<file path="src/rtl/sqw_pkg.sv">
// Package: shared control-field layout and prescaler decode for the
// cascaded square-wave timer. Assumes fast-mode codes above 9 saturate.
package sqw_pkg;

    localparam int PSEL_W        = 4;
    localparam int CTRL_OE_BIT   = 4;
    localparam int CTRL_FAST_BIT = 5;
    localparam int CTRL_RUN_BIT  = 6;
    localparam int SHIFT_W       = 4;

    typedef struct packed {
        logic              run;
        logic              fast;
        logic              oe;
        logic [PSEL_W-1:0] psel;
    } ctrl_t;

    // Returns log2 of the tick divider for a select code and clock mode.
    function automatic logic [SHIFT_W-1:0] psel_to_shift(
        input logic [PSEL_W-1:0] psel,
        input logic              fast
    );
        logic [SHIFT_W-1:0] e;
        if (psel <= 4'd8)       e = psel + 4'd1;
        else if (psel == 4'd9)  e = 4'd11;
        else                    e = 4'd12;
        return fast ? e : e + 4'd1;
    endfunction

endpackage

</file>
<file path="src/rtl/sqw_prescaler.sv">
// Prescaler: emits a one-cycle tick every 2^shift system cycles while run
// is high. Assumes shift >= 1, so ticks are never back to back. The
// counter is held at zero while stopped, so a restart is deterministic.
module sqw_prescaler
    import sqw_pkg::*;
#(
    parameter int PRE_W = 14
) (
    input  logic                  clk,
    input  logic                  rst_n,
    input  logic                  run,
    input  logic [PSEL_W-1:0]     psel,
    input  logic                  fast,
    output logic                  tick
);

    logic [PRE_W-1:0]   cnt;
    logic [PRE_W-1:0]   div_m1;
    logic [SHIFT_W-1:0] shift;

    // Decode the select code and mode into a terminal count.
    always_comb begin
        shift  = psel_to_shift(psel, fast);
        div_m1 = ({{(PRE_W-1){1'b0}}, 1'b1} << shift) - 1'b1;
        tick   = run && (cnt >= div_m1);
    end

    // Divider counter: restarts on each tick, held clear while stopped.
    always_ff @(posedge clk) begin
        if (!rst_n)             cnt <= '0;
        else if (!run || tick)  cnt <= '0;
        else                    cnt <= cnt + 1'b1;
    end

    AST_TICK_SPACED: assert property (@(posedge clk) disable iff (!rst_n)
        tick |=> !tick);

    AST_NO_TICK_STOPPED: assert property (@(posedge clk) disable iff (!rst_n)
        !run |-> !tick);

endmodule

</file>
<file path="src/rtl/sqw_byte_stage.sv">
// One counter stage: clears or increments, and reports a carry when it
// increments from all ones. Assumes clear has priority over increment.
module sqw_byte_stage #(
    parameter int W = 8
) (
    input  logic         clk,
    input  logic         rst_n,
    input  logic         clr,
    input  logic         inc,
    output logic [W-1:0] val,
    output logic         carry
);

    // Carry out when this stage wraps on an increment.
    always_comb carry = inc && (&val);

    // Stage register update.
    always_ff @(posedge clk) begin
        if (!rst_n)     val <= '0;
        else if (clr)   val <= '0;
        else if (inc)   val <= val + 1'b1;
    end

endmodule

</file>
<file path="src/rtl/sqw_cascade_counter.sv">
// Cascaded interval counter: STAGES byte stages chained by carry. It
// advances on a tick without a match and clears on a matching tick or
// while stopped. Assumes the counter never passes the active compare.
module sqw_cascade_counter #(
    parameter int STAGE_W = 8,
    parameter int STAGES  = 2,
    localparam int CNT_W  = STAGE_W * STAGES
) (
    input  logic             clk,
    input  logic             rst_n,
    input  logic             run,
    input  logic             tick,
    input  logic             hit,
    output logic [CNT_W-1:0] count
);

    logic [STAGES:0] chain;
    logic            clr;

    // Entry of the carry chain and the shared clear.
    always_comb begin
        chain[0] = tick && !hit;
        clr      = !run || (tick && hit);
    end

    for (genvar g = 0; g < STAGES; g++) begin : g_stage
        sqw_byte_stage #(.W(STAGE_W)) u_stage (
            .clk   (clk),
            .rst_n (rst_n),
            .clr   (clr),
            .inc   (chain[g]),
            .val   (count[g*STAGE_W +: STAGE_W]),
            .carry (chain[g+1])
        );
    end

    AST_NO_FULL_WRAP: assert property (@(posedge clk) disable iff (!rst_n)
        !chain[STAGES]);

    AST_STOP_CLEARS: assert property (@(posedge clk) disable iff (!rst_n)
        !run |=> (count == '0));

    if (STAGES > 1) begin : g_carry_chk
        AST_UPPER_ON_WRAP: assert property (@(posedge clk) disable iff (!rst_n)
            (count[CNT_W-1:STAGE_W] != $past(count[CNT_W-1:STAGE_W]))
            |-> (count[STAGE_W-1:0] == '0));
    end

endmodule

</file>
<file path="src/rtl/sqw_match_unit.sv">
// Compare and toggle: holds the active compare value, which is reloaded
// from the software copy at each clear or while stopped. It detects a
// match stage by stage and produces the match pulse and the wave level.
module sqw_match_unit #(
    parameter int STAGE_W = 8,
    parameter int STAGES  = 2,
    localparam int CNT_W  = STAGE_W * STAGES
) (
    input  logic             clk,
    input  logic             rst_n,
    input  logic             run,
    input  logic             tick,
    input  logic [CNT_W-1:0] count,
    input  logic [CNT_W-1:0] cmp_shadow,
    output logic             hit,
    output logic             pulse,
    output logic             level
);

    logic [CNT_W-1:0]  act;
    logic [STAGES-1:0] eq;

    for (genvar g = 0; g < STAGES; g++) begin : g_eq
        // Per-stage byte equality.
        always_comb eq[g] = (count[g*STAGE_W +: STAGE_W] == act[g*STAGE_W +: STAGE_W]);
    end

    // Match only when every stage agrees at once.
    always_comb hit = &eq;

    // Active compare reload at clear, or continuously while stopped.
    always_ff @(posedge clk) begin
        if (!rst_n)                     act <= '0;
        else if (!run || (tick && hit)) act <= cmp_shadow;
    end

    // One-cycle match pulse.
    always_ff @(posedge clk) begin
        if (!rst_n) pulse <= 1'b0;
        else        pulse <= tick && hit;
    end

    // Square-wave level inverts on each match.
    always_ff @(posedge clk) begin
        if (!rst_n)             level <= 1'b0;
        else if (tick && hit)   level <= ~level;
    end

    AST_PULSE_SINGLE: assert property (@(posedge clk) disable iff (!rst_n)
        pulse |=> !pulse);

    AST_TOGGLE_WITH_PULSE: assert property (@(posedge clk) disable iff (!rst_n)
        pulse |-> (level != $past(level)));

    AST_CLEAR_AFTER_MATCH: assert property (@(posedge clk) disable iff (!rst_n)
        pulse |-> (count == '0));

endmodule

</file>
<file path="src/rtl/sqw_cascade_timer.sv">
// Top: register file (compare bytes and control) plus prescaler, cascaded
// counter and match unit. Assumes STAGE_W >= 7 so that control fits in one
// data word, and that the control address follows the compare bytes.
module sqw_cascade_timer
    import sqw_pkg::*;
#(
    parameter int STAGE_W = 8,
    parameter int STAGES  = 2,
    parameter int ADDR_W  = 2,
    parameter int PRE_W   = 14
) (
    input  logic               clk,
    input  logic               rst_n,
    input  logic               wr_en,
    input  logic [ADDR_W-1:0]  wr_addr,
    input  logic [STAGE_W-1:0] wr_data,
    output logic               sq_out,
    output logic               match_pulse
);

    localparam int CNT_W = STAGE_W * STAGES;
    localparam logic [ADDR_W-1:0] CTRL_ADDR = ADDR_W'(STAGES);

    logic [CNT_W-1:0] cmp_shadow;
    logic [CNT_W-1:0] count;
    ctrl_t            ctrl;
    logic             tick;
    logic             hit;
    logic             level;
    logic             wr_unused;

    // Bits of the data word the control register does not use.
    always_comb wr_unused = &{1'b0, wr_data[STAGE_W-1:CTRL_RUN_BIT+1]};

    for (genvar g = 0; g < STAGES; g++) begin : g_cmp
        // Software copy of one compare byte.
        always_ff @(posedge clk) begin
            if (!rst_n)
                cmp_shadow[g*STAGE_W +: STAGE_W] <= '0;
            else if (wr_en && wr_addr == ADDR_W'(g))
                cmp_shadow[g*STAGE_W +: STAGE_W] <= wr_data;
        end
    end

    // Control register: select code, enable, mode and run.
    always_ff @(posedge clk) begin
        if (!rst_n) begin
            ctrl <= '0;
        end else if (wr_en && wr_addr == CTRL_ADDR) begin
            ctrl.psel <= wr_data[PSEL_W-1:0];
            ctrl.oe   <= wr_data[CTRL_OE_BIT];
            ctrl.fast <= wr_data[CTRL_FAST_BIT];
            ctrl.run  <= wr_data[CTRL_RUN_BIT];
        end
    end

    sqw_prescaler #(.PRE_W(PRE_W)) u_pre (
        .clk   (clk),
        .rst_n (rst_n),
        .run   (ctrl.run),
        .psel  (ctrl.psel),
        .fast  (ctrl.fast),
        .tick  (tick)
    );

    sqw_cascade_counter #(.STAGE_W(STAGE_W), .STAGES(STAGES)) u_cnt (
        .clk   (clk),
        .rst_n (rst_n),
        .run   (ctrl.run),
        .tick  (tick),
        .hit   (hit),
        .count (count)
    );

    sqw_match_unit #(.STAGE_W(STAGE_W), .STAGES(STAGES)) u_match (
        .clk        (clk),
        .rst_n      (rst_n),
        .run        (ctrl.run),
        .tick       (tick),
        .count      (count),
        .cmp_shadow (cmp_shadow),
        .hit        (hit),
        .pulse      (match_pulse),
        .level      (level)
    );

    // Pin gating by the output enable.
    always_comb sq_out = level & ctrl.oe;

    AST_PIN_FOLLOWS_MATCH: assert property (@(posedge clk) disable iff (!rst_n)
        (match_pulse && ctrl.oe && $past(ctrl.oe)) |-> (sq_out != $past(sq_out)));

    AST_PIN_QUIET_NO_MATCH: assert property (@(posedge clk) disable iff (!rst_n)
        (!match_pulse && ctrl.oe && $past(ctrl.oe)) |-> $stable(sq_out));

endmodule

</file>
<file path="config.mk">
export PLATFORM = sky130hd
export DESIGN_NAME = sqw_cascade_timer
export DESIGN_NICKNAME = d
export VERILOG_FILES = /design/src/rtl/sqw_pkg.sv /design/src/rtl/sqw_prescaler.sv /design/src/rtl/sqw_byte_stage.sv /design/src/rtl/sqw_cascade_counter.sv /design/src/rtl/sqw_match_unit.sv /design/src/rtl/sqw_cascade_timer.sv
export SDC_FILE = /design/constraint.sdc
export NUM_CORES = 1
export LEC_CHECK = 0
export BUFFER_PORTS_ARGS = -buffer_cell sky130_fd_sc_hd__buf_2
export CORE_MARGIN = 1
export CORE_UTILIZATION = 60
export DETAILED_ROUTE_END_ITERATION = 8
export GPL_ROUTABILITY_DRIVEN = 0
export GPL_TIMING_DRIVEN = 0
export PLACE_DENSITY = 0.79
export SLEW_MARGIN = 20
export SYNTH_ARGS = -nofsm -noshare
export SYNTH_HDL_FRONTEND = slang
export SYNTH_SLANG_ARGS = --single-unit
</file>
<file path="constraint.sdc">
create_clock -name clk -period 5.2 [get_ports clk]
set_input_delay 0.26 -clock clk [delete_from_list [all_inputs] [get_ports clk]]
set_output_delay 0.26 -clock clk [all_outputs]
set_load 0.005 [all_outputs]
</file>
# Word-level counts from Yosys, hierarchy flattened

Index checks and enable logic that the tools add are counted.

Bits in registers: 71
Input bits: 13
Output and inout port bits: 2
Logic and storage cells: 48

Order comparisons: 2
Reduce and logical (&&, ||, !) cells: 16
Bitwise logic cells: 3
Add/subtract/negate cells: 6
Shift operators: 1
Mux-type cells: 3
Equal/unequal tests: 5

Operators with widths:

| kind                  | number |
|---|---|
| $add 8x1->8 const B   | 2 |
| $eq 8x8->1            | 2 |
| $add 14x1->14 const B | 1 |
| $ge 14x14->1          | 1 |
| $shl 1x4->14 const A  | 1 |
| $sub 14x1->14 const B | 1 |
| $add 4x1->4 const B   | 2 |
| $mux 4                | 2 |
| $reduce_and 8->1      | 1 |
| $logic_and 1x1->1     | 7 |
| $eq 4x4->1 const B    | 1 |
| $le 4x4->1 const B    | 1 |
| $reduce_or 2->1       | 2 |
| $mux 3                | 1 |
| $eq 2x1->1 const B    | 1 |
| $eq 2x2->1 const B    | 1 |
| $logic_not 1->1       | 2 |
| $logic_not 2->1       | 1 |
| $logic_or 1x1->1      | 2 |
| $not 1->1             | 2 |
| $reduce_and 2->1      | 1 |
| $and 1x1->1           | 1 |

# Depth between registers and ports, before layout

Word-level depth: 12
Gate-level depth with buffers: 24

# By module

A second synthesis with hierarchy kept.

Cells, all modules: 392
Area total of the unflattened synthesis: 3711.1 µm²

By module, submodules not included:

| module              | seq. area each (µm²) | instances | area an instance (µm²) | cells an instance |
|---|---|---|---|---|
| sqw_prescaler       | 280.3                | 1         | 1322.5                 | 157 |
| sqw_cascade_timer   | 460.4                | 1         | 873.3                  | 87 |
| sqw_match_unit      | 360.3                | 1         | 788.3                  | 66 |
| sqw_byte_stage      | 160.2                | 2         | 354.1                  | 40 |
| sqw_cascade_counter | 0.0                  | 1         | 18.8                   | 2 |

# Worst setup path before layout

Ideal clock, no wire load.

Path type: reg2reg
Start point: reg, netlist name ctrl[0]
End point: reg u_cnt.g_stage[0].u_stage.val[5]
Library setup time: 0.070 ns
Clock period less this slack: 4.398 ns
Arrival time: 4.328 ns
Slack: 0.802 ns
Stages on the path, launching flop included: 23
Path through: dfxtp_1 -> inv_1 -> ha_1 -> nand2b_1 -> and2_1 -> o21ai_0 -> ha_1 -> nor2b_1 -> xnor2_1 -> clkbuf_1 -> nor3_2 -> nand2_1 -> ha_1 -> buf_1 -> mux2i_1 -> a22oi_1 -> ha_1 -> nand2_1 -> nor4_4 -> a211oi_2 -> buf_2 -> or4_1 -> a21oi_1

Cells in the longest elaborated chain, start to end: 12

Ends and longest elaborated chain:

| what                                                                | RTL line                  | text |
|---|---|---|
| parallel branches: the longest is 2 deep, another holds $add 4x1->4 | n/a                       |  |
| $mux 4 *                                                            | sqw_pkg.sv:24             | `if (psel <= 4'd8) e = psel + 4'd1;` |
| $add 4x1->4                                                         | sqw_pkg.sv:27             | `return fast ? e : e + 4'd1;` |
| $mux 4 *                                                            | sqw_pkg.sv:27             |  |
| $shl 1x4->14 *                                                      | sqw_prescaler.sv:24       | `div_m1 = ({{(PRE_W-1){1'b0}}, 1'b1} << shift) - 1'b1;` |
| $sub 14x1->14 *                                                     | sqw_prescaler.sv:24       |  |
| $ge 14x14->1 *                                                      | sqw_prescaler.sv:25       | `tick = run && (cnt >= div_m1);` |
| $logic_and 1x1->1 *                                                 | sqw_prescaler.sv:25       |  |
| $logic_and 1x1->1                                                   | sqw_cascade_counter.sv:23 | `clr = !run \|\| (tick && hit);` |
| $logic_or 1x1->1                                                    | sqw_cascade_counter.sv:23 |  |
| $reduce_or 2->1 (no line)                                           | n/a                       |  |
| end signal: assignment                                              | sqw_byte_stage.sv:21      | `else if (inc) val <= val + 1'b1;` |
| end: declaration                                                    | sqw_byte_stage.sv:10      | `output logic [W-1:0] val,` |

Mark *: on every way between the ends.
A chain may end at the register's enable or synchronous reset.

# Worst setup path in the final report

Start point: reg, netlist name ctrl[0]
End point: reg u_match.act[13]

Cells in the longest elaborated chain, start to end: 11

Ends and longest elaborated chain:

| what                                                                | RTL line             | text |
|---|---|---|
| parallel branches: the longest is 2 deep, another holds $add 4x1->4 | n/a                  |  |
| $mux 4 *                                                            | sqw_pkg.sv:24        |  |
| $add 4x1->4                                                         | sqw_pkg.sv:27        |  |
| $mux 4 *                                                            | sqw_pkg.sv:27        |  |
| $shl 1x4->14 *                                                      | sqw_prescaler.sv:24  |  |
| $sub 14x1->14 *                                                     | sqw_prescaler.sv:24  |  |
| $ge 14x14->1 *                                                      | sqw_prescaler.sv:25  |  |
| $logic_and 1x1->1 *                                                 | sqw_prescaler.sv:25  |  |
| $logic_and 1x1->1 *                                                 | sqw_match_unit.sv:34 | `else if (!run \|\| (tick && hit)) act <= cmp_shadow;` |
| $logic_or 1x1->1 *                                                  | sqw_match_unit.sv:34 |  |
| end signal: assignment                                              | sqw_match_unit.sv:34 |  |
| end: declaration                                                    | sqw_match_unit.sv:20 | `logic [CNT_W-1:0] act;` |

Marks and branches as above.

==> impl_metrics.toml <==
[timing]
setup-tns-final_ps = 0
clock_skew_ps = 14.3
worst_pin_slew_ps = 594
finalCritPeriodShare_pct = 92.2
finalSetupViolCount = 0
hold_violations = 0
min_period_ps = 4800
drv_slew = 0
rsz0062_at_grt = "false"
fmax_mhz = 208
max_slew_margin_pct = 60.4

[drt]
ant_nets = 0
avgRoutedWirePerCell_um = 14.8
vias = 3147
drc = 0
routed_via_density = 5.80
drt-initial-drc-count = 211
dr.pass1.iters = 5
totalWireLength_um = 8050

[critical_path]
rr_startpoint = "ctrl[0]"
start_kind = "register"
cp_cell_sequence = "inv_1 > ha_1 > nand2b_1 > and2_1 > o21ai_0 > ha_1 > nor2b_1 > xnor2_1 > clkbuf_2 > nor3_2 > nand2_1 > ha_1 > buf_1 > nor4b_1 > a311oi_1 > ha_1 > a21oi_1 > o21ai_0 > nor3b_2 > a211o_1 > a21boi_1 > buf_2 > buf_4 > mux2i_1"
worstPathRequired_ps = 5490
path_class = "register to register"
worstPathArrival_ps = 5090
r2r-end = "u_match.act[13]"
critPathSlowestCell = "dfxtp_4"
ff2ff_setup_slack_ps = 400
cp-end-kind = "register"
critPathMaxFanout = 10
crit_buf_inv = 5
slowest_delay_ps = 410
worst_r2r_path_depth = 24
cp_common_cell = "ha_1"
cp_top_family = "simple AND/OR/NAND/NOR gates"

[global_routing]
grt_pass1_wl_um = 14000
grt_max_degree = 16
gr-usage-all-layers_pct = 24.9
grt_overflow = 0
antenna_found_initial = 0
grt_pass1_vias = 3042

[floorplan]
start_util_pct = 62.3
core_um2 = 6350
die_y_um = 83.2
pin_count = 15
die_area_um2 = 6920
rows = 29
die_w_um = 83.2

[pwr]
internal_power_mw = 0.895
seq_power_share_pct = 45.4
combPwrFrac_pct = 12.3
leakagePower_nw = 1.58
peakVddDrop_mv = 0.227
switching_share_pct = 27.2
power_density_nw_per_um2 = 281
power.share.clock_pct = 42.2
power.net_switching_mw = 0.334

[cts]
postCtsHoldBufs = 0
cts_root_buf = "clkbuf_8"
cts_tree = "built"
cts_sinks = 71
clkLatencyLatePin_ps = 360
cts_made_buffers = 9
cts_htree_levels = 3
clk_path_buf_depth = 2
path_clk_slew_ps = 90

[final_layout]
n_antenna_cell = 0
instances_no_fill = 543
n_fill_cell = 502
areaGrowthSynthToFinish_pct = 10.5
drive_above_1_share_pct = 11.8
nets = 496

[synth]
syn_area_per_cell_um2 = 9.07
synth_nets = 471
syn_inst = 436
syn_area_um2 = 3960
post-synth-top-area-fraction_pct = 35.9
yosysTopAreaCell = "dfxtp_1"
synth-seq-cells = 71
yosysMostFrequentCell = "dfxtp_1"
async_flop_share_pct = 0
ys_top_cells_by_count = "dfxtp_1 (71), nand2_1 (51), mux2i_1 (43)"
synth_edf_count = 0
ys_warn_count = 0
synth_cell_types = 53
synth_ff_type = "dfxtp_1"
ys_seq_area_share_pct = 35.9
synth_area_leaders = "dfxtp_1 (36%), mux2i_1 (11%), ha_1 (7.0%), xnor2_1 (4.9%), nand2_1 (4.8%)"

[run_status]
status = "completed"

[place]
dp_cells = 527
dp_hpwl_um = 5930
port-buffer-count = 14

[flow_run]
max-cap-violations = 0

[min_path]
hold_depth = 3
hold_path_class = "input pin to register"
min_to = "cmp_shadow[8]"
hp-start = "wr_data[0]"
## cell type report
| class | count | area [um2] | share of cell area (%) |
|---|---|---|---|
| multi-input cells | 335 | 2410 | 55.2 |
| flip-flops and latches | 71 | 1430 | 32.6 |
| clock buffers | 9 | 124 | 2.83 |
| clock inverters | 7 | 109 | 2.49 |
| plain buffers | 23 | 106 | 2.43 |
| well taps | 77 | 96.3 | 2.20 |
| repair buffers | 14 | 70.1 | 1.60 |
| inverters | 7 | 26.3 | 0.601 |
## what timing repair did
item                                    4_1_cts  5_1_grt
buffers inserted                              0        0
endpoints found under the hold margin         0        0
resized for setup                             0        9
endpoints found under the setup margin        0       38
## how the worst max path moves through the flow
stage / start / slack [ps] / cells past startpoint / to
4_1_cts: ctrl[0] / 60 / 23 / u_pre.cnt[4]
3_5_place_dp: ctrl[0] / 80 / 23 / u_pre.cnt[4]
6_report: ctrl[0] / 400 / 24 / u_match.act[13]
5_1_grt: ctrl[0] / 40 / 24 / u_pre.cnt[10]
3_3_place_gp: ctrl[0] / 320 / 23 / u_pre.cnt[9]
2_1_floorplan: ctrl[0] / 800 / 22 / u_cnt.g_stage[0].u_stage.val[5]
## cell families after synthesis
group	Yosys count	synth area share, %
AOI/OAI and AO/OA	64	10.9
xor gates and xnor gates	32	7.09
adders and majority gates	22	6.96
buffers and inverters	30	3.23
DFF	71	35.9
muxes	43	10.9
and+or+nand+nor	174	25.1
## tightest hold or removal path, delay by kind of cell
kind,cells,cell delay [ps]
buffers and inverters,1,110
AND/OR/NAND/NOR,1,90
multiplexers,1,70
## metal layers
layer  vias to the layer above  share of wire [%]  track usage (%)
li1                       1597                  -                -
met1                      1453                 48             33.1
met2                        78                 46             40.0
met3                        19                3.5             4.57
met4                         0                2.2             9.72
met5                         -                  0                0
## per-stage QoR
stage / area (um2) / setup slack [ps] / hold WS (ps) / util [%] / total power [mW]
finish: 4370 / 403 / 207 / 68.8 / 1.23
global route: 4370 / 36.9 / 215 / 68.8 / 1.28
floorplan: 3960 / 802 / 421 / - / 0.685
global placement: 4120 / 322 / 454 / 64.9 / 0.713
CTS: 4350 / 64.9 / 202 / 68.6 / 1.23
detailed placement: 4120 / 78.3 / 455 / 64.9 / 0.720
## power groups by stage
| stage | sequential, mW | combinational (mW) | clock [mW] |
|---|---|---|---|
| 2_1_floorplan | 0.569 | 0.116 | 0 |
| 3_3_place_gp | 0.571 | 0.141 | 0 |
| 3_5_place_dp | 0.571 | 0.149 | 0 |
| 4_1_cts | 0.559 | 0.149 | 0.521 |
| 5_1_grt | 0.560 | 0.168 | 0.547 |
| 6_report | 0.558 | 0.152 | 0.519 |
## sequential cells by signal, indices dropped and copies added, names as in the netlist
name                       flops
cmp_shadow                    16
ctrl                           7
u_cnt.g_stage.u_stage.val     16
u_match.act                   16
u_match.level                  1
u_match.pulse                  1
u_pre.cnt                     14
## cells in the final DEF (no fill, tap or decap), drive strengths merged, types with 3 or more instances in the layout
master,instances
a21oi,24
and2,4
buf,24
clkbuf,22
dfxtp,71
ha,22
inv,11
mux2i,43
nand2,51
nand2b,7
nand3,13
nand3b,5
nand4,15
nor2,23
nor2b,24
nor3,3
o21ai,14
o31ai,8
or3,8
or4,8
xnor2,22
xor2,10
(Power assumes the default switching activity.)
